<file path="src/rtl/prog_bus_addr_pkg.sv">
package prog_bus_addr_pkg;

  typedef enum logic [1:0] {
    RD_NONE = 2'd0,
    RD_FEAT = 2'd1,
    RD_SLV  = 2'd2
  } rdSel_e;

  typedef struct packed {
    logic loadShadow;
    logic loadFeat;
    logic releasePin;
    logic saveNv;
  } ctrlStrb_t;

endpackage

</file>
<file path="src/rtl/prog_bus_addr_ctrl.sv">
module prog_bus_addr_ctrl
  import prog_bus_addr_pkg::*;
#(
  parameter int ADDR_W = 8,
  parameter logic [ADDR_W-1:0] FEAT_ADDR = 8'h15,
  parameter logic [ADDR_W-1:0] SLV_ADDR = 8'h7E
) (
  input  logic              wrEn,
  input  logic [ADDR_W-1:0] wrAddr,
  input  logic [ADDR_W-1:0] rdAddr,
  input  logic              copyBlk,
  input  logic              sleep,
  input  logic              weQ,
  output ctrlStrb_t         strb,
  output rdSel_e            rdSel
);

  logic hitFeatWr;
  logic hitSlvWr;

  assign hitFeatWr = wrEn && (wrAddr == FEAT_ADDR);
  assign hitSlvWr  = wrEn && (wrAddr == SLV_ADDR);

  always_comb begin
    strb.loadShadow = hitSlvWr && weQ;
    strb.loadFeat   = hitFeatWr && !sleep;
    strb.releasePin = sleep;
    strb.saveNv     = copyBlk;
  end

  always_comb begin
    if (rdAddr == FEAT_ADDR)     rdSel = RD_FEAT;
    else if (rdAddr == SLV_ADDR) rdSel = RD_SLV;
    else                         rdSel = RD_NONE;
  end

endmodule

</file>
<file path="src/rtl/prog_bus_addr_dp.sv">
module prog_bus_addr_dp
  import prog_bus_addr_pkg::*;
#(
  parameter int DATA_W = 8,
  parameter int SLV_W = 7,
  parameter int WE_BIT = 1,
  parameter int PIN_BIT = 0
) (
  input  logic              clk,
  input  logic              rstN,
  input  ctrlStrb_t         strb,
  input  rdSel_e            rdSel,
  input  logic [DATA_W-1:0] wrData,
  input  logic [SLV_W-1:0]  nvLoadAddr,
  input  logic [DATA_W-1:0] busAddrByte,
  input  logic              pioSense,
  output logic [DATA_W-1:0] rdData,
  output logic              addrHit,
  output logic              nvSave,
  output logic [SLV_W-1:0]  nvSaveData,
  output logic              pioDriveLow,
  output logic              weQ
);

  localparam int RSV_W = DATA_W - SLV_W;

  logic [SLV_W-1:0] shadowQ;
  logic             pinCtlQ;
  logic [SLV_W-1:0] bitEq;

  always_ff @(posedge clk) begin
    if (!rstN) begin
      shadowQ <= nvLoadAddr;
    end else if (strb.loadShadow) begin
      shadowQ <= wrData[DATA_W-1:RSV_W];
    end
  end

  always_ff @(posedge clk) begin
    if (!rstN) begin
      weQ     <= 1'b0;
      pinCtlQ <= 1'b1;
    end else if (strb.releasePin) begin
      pinCtlQ <= 1'b1;
    end else if (strb.loadFeat) begin
      weQ     <= wrData[WE_BIT];
      pinCtlQ <= wrData[PIN_BIT];
    end
  end

  for (genvar i = 0; i < SLV_W; i++) begin : g_cmp
    assign bitEq[i] = ~(busAddrByte[RSV_W+i] ^ shadowQ[i]);
  end

  assign addrHit     = &bitEq;
  assign pioDriveLow = ~pinCtlQ;
  assign nvSave      = strb.saveNv;
  assign nvSaveData  = shadowQ;

  always_comb begin
    rdData = '0;
    case (rdSel)
      RD_FEAT: begin
        rdData[WE_BIT]  = weQ;
        rdData[PIN_BIT] = pioSense;
      end
      RD_SLV:  rdData = {shadowQ, {RSV_W{1'b0}}};
      default: rdData = '0;
    endcase
  end

  // an accepted address write shows up in the comparator one cycle later
  a_r3_hit_after_load: assert property (@(posedge clk) disable iff (!rstN)
    strb.loadShadow |=> (bitEq == {SLV_W{1'b1}}) == (busAddrByte[DATA_W-1:RSV_W] == $past(wrData[DATA_W-1:RSV_W])));

  // sleep releases the pin on the following cycle
  a_r8_sleep_release: assert property (@(posedge clk) disable iff (!rstN)
    strb.releasePin |=> !pioDriveLow);

endmodule

</file>
<file path="src/rtl/prog_bus_addr.sv">
module prog_bus_addr
  import prog_bus_addr_pkg::*;
#(
  parameter int ADDR_W = 8,
  parameter int DATA_W = 8,
  parameter int SLV_W = 7,
  parameter int WE_BIT = 1,
  parameter int PIN_BIT = 0,
  parameter logic [ADDR_W-1:0] FEAT_ADDR = 8'h15,
  parameter logic [ADDR_W-1:0] SLV_ADDR = 8'h7E
) (
  input  logic              clk,
  input  logic              rstN,
  input  logic              wrEn,
  input  logic [ADDR_W-1:0] wrAddr,
  input  logic [DATA_W-1:0] wrData,
  input  logic [ADDR_W-1:0] rdAddr,
  output logic [DATA_W-1:0] rdData,
  input  logic [DATA_W-1:0] busAddrByte,
  output logic              addrHit,
  input  logic              copyBlk,
  output logic              nvSave,
  output logic [SLV_W-1:0]  nvSaveData,
  input  logic [SLV_W-1:0]  nvLoadAddr,
  input  logic              sleep,
  input  logic              pioSense,
  output logic              pioDriveLow
);

  ctrlStrb_t strb;
  rdSel_e    rdSel;
  logic      weQ;

  prog_bus_addr_ctrl #(
    .ADDR_W(ADDR_W), .FEAT_ADDR(FEAT_ADDR), .SLV_ADDR(SLV_ADDR)
  ) u_ctrl (
    .wrEn(wrEn), .wrAddr(wrAddr), .rdAddr(rdAddr), .copyBlk(copyBlk),
    .sleep(sleep), .weQ(weQ), .strb(strb), .rdSel(rdSel)
  );

  prog_bus_addr_dp #(
    .DATA_W(DATA_W), .SLV_W(SLV_W), .WE_BIT(WE_BIT), .PIN_BIT(PIN_BIT)
  ) u_dp (
    .clk(clk), .rstN(rstN), .strb(strb), .rdSel(rdSel), .wrData(wrData),
    .nvLoadAddr(nvLoadAddr), .busAddrByte(busAddrByte), .pioSense(pioSense),
    .rdData(rdData), .addrHit(addrHit), .nvSave(nvSave),
    .nvSaveData(nvSaveData), .pioDriveLow(pioDriveLow), .weQ(weQ)
  );

  // with the enable clear, an address write leaves the saved value stable
  a_r4_locked_hold: assert property (@(posedge clk) disable iff (!rstN)
    (wrEn && wrAddr == SLV_ADDR && !weQ) |=> $stable(nvSaveData));

  // with the enable set, the written field becomes the live address
  a_r3_unlocked_load: assert property (@(posedge clk) disable iff (!rstN)
    (wrEn && wrAddr == SLV_ADDR && weQ) |=> nvSaveData == $past(wrData[DATA_W-1:DATA_W-SLV_W]));

  // a feature write outside sleep lands in the enable bit
  a_r2_enable_write: assert property (@(posedge clk) disable iff (!rstN)
    (wrEn && wrAddr == FEAT_ADDR && !sleep) |=> weQ == $past(wrData[WE_BIT]));

  // writes elsewhere leave the live address alone
  a_r9_other_ignored: assert property (@(posedge clk) disable iff (!rstN)
    (wrEn && wrAddr != SLV_ADDR) |=> $stable(nvSaveData));

endmodule

</file>
<file path="config.mk">
export PLATFORM = sky130hd
export DESIGN_NAME = prog_bus_addr
export DESIGN_NICKNAME = d
export VERILOG_FILES = /design/src/rtl/prog_bus_addr_pkg.sv /design/src/rtl/prog_bus_addr_ctrl.sv /design/src/rtl/prog_bus_addr_dp.sv /design/src/rtl/prog_bus_addr.sv
export SDC_FILE = /design/constraint.sdc
export NUM_CORES = 1
export LEC_CHECK = 0
export BUFFER_PORTS_ARGS = -buffer_cell sky130_fd_sc_hd__buf_2
export CAP_MARGIN = 20
export CORE_MARGIN = 1
export CORE_UTILIZATION = 31
export CTS_CLUSTER_SIZE = 20
export DETAILED_ROUTE_END_ITERATION = 10
export PLACE_DENSITY = 0.73
export SYNTH_ARGS = -nofsm -noshare
export SYNTH_HDL_FRONTEND = slang
export SYNTH_SLANG_ARGS = --single-unit
export TNS_END_PERCENT = 100
</file>
<file path="constraint.sdc">
create_clock -name clk -period 1.1 [get_ports clk]
set_input_delay 0.055 -clock clk [delete_from_list [all_inputs] [get_ports clk]]
set_output_delay 0.055 -clock clk [all_outputs]
set_load 0.01 [all_outputs]
</file>
### After elaboration in Yosys (flattened, before gate mapping)

Cells that the tools add are included.

| cells by class | value |
|---|---|
| reductions and logical operators | 8 |
| multiplexer cells | 6 |
| bitwise logic cells | 17 |
| equal/unequal tests | 7 |

Operators by type and width:

| operator | count |
|---|---|
| $eq 8x5->1 const B | 2 |
| $eq 8x7->1 const B | 2 |
| $mux 7 | 2 |
| $not 1->1 | 10 |
| $reduce_and 7->1 | 1 |
| $xor 1x1->1 | 7 |
| $mux 6 | 1 |
| $logic_and 1x1->1 | 4 |
| $mux 2 | 2 |
| $pmux 2 s2 | 1 |
| $eq 2x1->1 const B | 1 |
| $eq 2x2->1 const B | 1 |
| $ne 2x1->1 const B | 1 |
| $reduce_and 2->1 | 1 |
| $reduce_or 2->1 | 1 |
| $logic_not 1->1 | 1 |

| storage, ports and cells | value |
|---|---|
| register bits after elaboration | 9 |
| input bits | 45 |

### Longest topological paths before layout

| depth | value |
|---|---|
| depth in word-level cells | 5 |
| mapped depth | 3 |

### Cells and area by module

From an unflattened synthesis, not the netlist that was laid out.

| second synthesis, totals | value |
|---|---|
| cell total of the unflattened synthesis | 62 |
| area, all modules | 668.1 µm² |

Modules (own cells, without submodules):

| module | instances | area each (µm²) | cells each |
|---|---|---|---|
| prog_bus_addr_dp | 1 | 570.5 | 49 |
| prog_bus_addr_ctrl | 1 | 97.6 | 13 |

### Worst setup path after synthesis

OpenSTA, ideal clock, no wires.

| path | value |
|---|---|
| path type | flip-flop to output port |
| from | register u_dp.shadowQ[6], in the netlist u_dp.nvSaveData[6] |
| to | output addrHit |
| cell stages (with the launch flop) | 3 |
| buffers on the path | 0 |
| required time | 1,045 ps |
| slack | -28 ps |
| data arrival time | 1,073 ps |
| cells stage by stage | edfxtp_1 -> xor2_1 -> nor4_1 |

| between the ends | value |
|---|---|
| word-level cells in the longest chain between the ends | 3 |

Ends and longest elaborated chain:

| element | RTL line | text |
|---|---|---|
| start: declaration | prog_bus_addr_dp.sv:27 | `logic [SLV_W-1:0] shadowQ;` |
| start signal: assignment | prog_bus_addr_dp.sv:33 | `shadowQ <= nvLoadAddr;` |
| start signal: assignment | prog_bus_addr_dp.sv:35 | `shadowQ <= wrData[DATA_W-1:RSV_W];` |
| $xor 1x1->1 | prog_bus_addr_dp.sv:52 | `assign bitEq[i] = ~(busAddrByte[RSV_W+i] ^ shadowQ[i]);` |
| $not 1->1 | prog_bus_addr_dp.sv:52 |  |
| $reduce_and 7->1 | prog_bus_addr_dp.sv:55 | `assign addrHit = &bitEq;` |
| end: declaration | prog_bus_addr.sv:20 | `output logic addrHit,` |

Every way passes these cells.

### Worst setup path after layout

| path | value |
|---|---|
| from | register u_dp.shadowQ[0], in the netlist u_dp.nvSaveData[0] |
| to | output rdData[1] |

| between the ends | value |
|---|---|
| word-level cells in the longest chain between the ends | 1 |

Ends and longest elaborated chain:

| element | RTL line | text |
|---|---|---|
| $pmux 2 s2 | prog_bus_addr_dp.sv:62 | `case (rdSel)` |
| end: declaration | prog_bus_addr.sv:18 | `output logic [DATA_W-1:0] rdData,` |

Every way passes these cells.

==> run_results.csv <==
group,metric,value,unit
timing,tightest_slew,0.342,ns
global_route,grt_pass1_wl,2.07,mm
global_route,gr-total-overflow,0,
pwr,p_leak,0.535,nW
drt,remaining_drc_errors,0,
floorplan,coreArea,1820,um2
timing,hold_viol,0,
floorplan,die_x,47.2,um
pwr,cellPowerDensity,835,nW/um2
timing,fmax,0.733,GHz
drt,ant_nets,0,
hold_path,hold_path_end,"u_dp.weQ$_SDFFE_PN0P_",
timing,finalSetupViolCount,6,
global_route,grt_usage,13.6,%
critical_path,worstSetupStartpointType,"register",
placed_design,hpwlAfterDp,1.35,mm
finish,antenna_cells,0,
drt,vias_per_cell,4.63,
run_status,status,"finished, violations left",
floorplan,die_height,47.2,um
critical_path,worstReg2RegEnd,"u_dp.nvSaveData[0]$_DFFE_PP_",
pwr,power.total,0.000900,W
clocking,cts_tree,"built",
timing,worst_hold_slack,0.0771,ns
synthesis,avgSynthCellArea,10.9,um2
pwr,worst_ir_drop_vdd,608,uV
timing,worst_slack,-0.265,ns
clocking,cts_buffer_depth,2,
critical_path,rrSetupSlack,0.03,ns
timing,rsz0062_at_grt,"true",
timing,fin_skew,0.00286,ns
drt,detailroute.via_count,694,
global_route,grt_start_max_net_pins,12,
floorplan,dieArea,2230,um2
finish,nNetsFinal,171,
drt,drt-total-wl,1.62,mm
timing,slew_headroom,76.8,%
finish,drive_gt1_share,62.4,%
hold_path,hp-class,"in -> reg",
hold_path,worstHoldStart,"wrData[1]",
placed_design,place_worst_setup_slack,-0.0238,ns
drt,wire_per_inst,10.8,um
floorplan,initial_core_util,34.8,%
finish,finalInstanceArea,1080,um2
hold_path,hold_depth,3,
clocking,cts_inserted_buffers,3,
placed_design,port_buffers,59,
clocking,ctsRootBufferMaster,"clkbuf_4",
synthesis,synth_seq_area_share,39.5,%
critical_path,critical_path_class,"reg -> out",
timing,period_needed,1.37,ns
floorplan,row_count,15,
synthesis,synth-seq-cells,9,
synthesis,syn_inst,58,
critical_path,r2r_start,"u_dp.weQ$_SDFFE_PN0P_",
critical_path,arrival,1.31,ns
synthesis,yosys_warnings,0,
run_status,violations,"setup timing",
critical_path,reg2reg_depth,3,
timing,finalMaxSlewViolations,0,
drt,drt_first_iter_violations,5,
clocking,insertion_delay,0.26,ns
run,cap_violations,0,
critical_path,cp-end-kind,"output port",
finish,finish.utilization,59.2,%
placed_design,place.gp.congestion,0.660,
global_route,grt_pass1_vias,537,
finish,syn2layout_area_growth,70.2,%
floorplan,pin_count,63,
synthesis,netlist_area,633,um2
synthesis,syn-num-nets,103,
synthesis,ys_types,27,
critical_path,cp.required,1.04,ns
drt,dr.pass1.iters,4,
finish,mostFrequentLayoutCell,"buf_2",
timing,fin_crit_sh,124,%
placed_design,placed_cell_area,986,um2
clocking,ctsHtreeMaxLevel,1,
clocking,clkTransAtPathRegs,0.06,ns
critical_path,crit_path_max_fanout,3,
global_route,antenna_found_initial,0,
finish,final_cell_mix,"buf_2, edfxtp_1, mux2_1, buf_6",
clocking,cts_sinks,9,
[flip-flops by register name, indices dropped and copies added, names as in the netlist]
register and cells:
u_dp.nvSaveData 7, u_dp.weQ 1, u_dp.pinCtlQ 1
[stage by stage]
stage | setup TNS, ns | instances
floorplan | 0 | 58
global placement | 0 | 144
CTS | -0.678 | 150
finish | -0.569 | 150
global route | -0.888 | 150
detailed placement | -0.183 | 144
[power by group]
part / switching [W] / total (W) / internal [W]
Clock: 0.000109 / 0.000248 / 0.000139
Combinational: 0.000100 / 0.000234 / 0.000134
Sequential: 0.0000212 / 0.000418 / 0.000397
[synth_stat cells (all sizes together)]
library cell,n,area share [%]
nand2,4,2.4
nor4b,1,1.4
and2,6,5.9
and4b,2,3.2
dfxtp,2,6.3
xor2,3,4.2
mux2i,1,1.6
mux2,6,11
a211o,1,1.4
nand2b,1,0.99
buf,2,2.0
edfxtp,7,33
nand3b,3,3.6
nand4,2,2.0
nor2b,1,0.99
and4,1,1.4
nor4,2,4.3
nor4bb,1,1.6
nor3,1,1.6
nand3,1,1.6
a21oi,1,0.79
inv,3,1.8
xnor2,4,5.5
o21ai,1,0.79
or3,1,0.99
[logic make-up after synthesis]
family	share of synthesized area [%]
AND/OR/NAND/NOR	31.8
XOR/XNOR	9.68
AO/OA/AOI/OAI	2.96
buffers and inverters	3.75
flip-flops	39.5
multiplexers	12.3
[area by class of cell]
| class | count | area, um2 |
|---|---|---|
| multi-input cells | 44 | 384 |
| clock buffers | 4 | 26.3 |
| inverters | 3 | 11.3 |
| well taps | 25 | 31.3 |
| flip-flops and latches | 9 | 251 |
| fillers | 166 | 743 |
| repair buffers | 65 | 373 |
[routing by layer]
metal  GRT usage [%]  vias up  part of all wire (%)
met5               0        -                     0
met4            8.57        0                   1.6
met3            2.31        4                   5.9
met2            25.3       36                    55
met1            13.9      308                    38
li1                -      346                     -
[repair_timing]
action                                  4_1_cts  5_1_grt
pin swaps                                     7        2
buffers inserted                              2        0
resized for setup                             3        9
hold buffers                                  0        0
endpoints found under the setup margin       11       13
[worst max-delay path by stage]
stage                            startpoint                           end  slack [ns]  cells past startpoint
3_5_place_dp          u_dp.weQ$_SDFFE_PN0P_  u_dp.nvSaveData[0]$_DFFE_PP_       -0.02                      3
3_3_place_gp          u_dp.weQ$_SDFFE_PN0P_  u_dp.nvSaveData[3]$_DFFE_PP_       0.006                      3
6_report       u_dp.nvSaveData[0]$_DFFE_PP_                     rdData[1]       -0.27                      4
2_1_floorplan  u_dp.nvSaveData[0]$_DFFE_PP_                     rdData[1]        0.02                      3
5_1_grt        u_dp.nvSaveData[5]$_DFFE_PP_                       addrHit       -0.36                      4
4_1_cts        u_dp.nvSaveData[0]$_DFFE_PP_                     rdData[1]       -0.30                      4
[critical path, cell delays in order (launching register included)]
cell and delay, ns:
edfxtp_1 0.39, inv_1 0.05, or3_1 0.34, a21oi_1 0.13, buf_2 0.14
(Power assumes the default switching activity.)
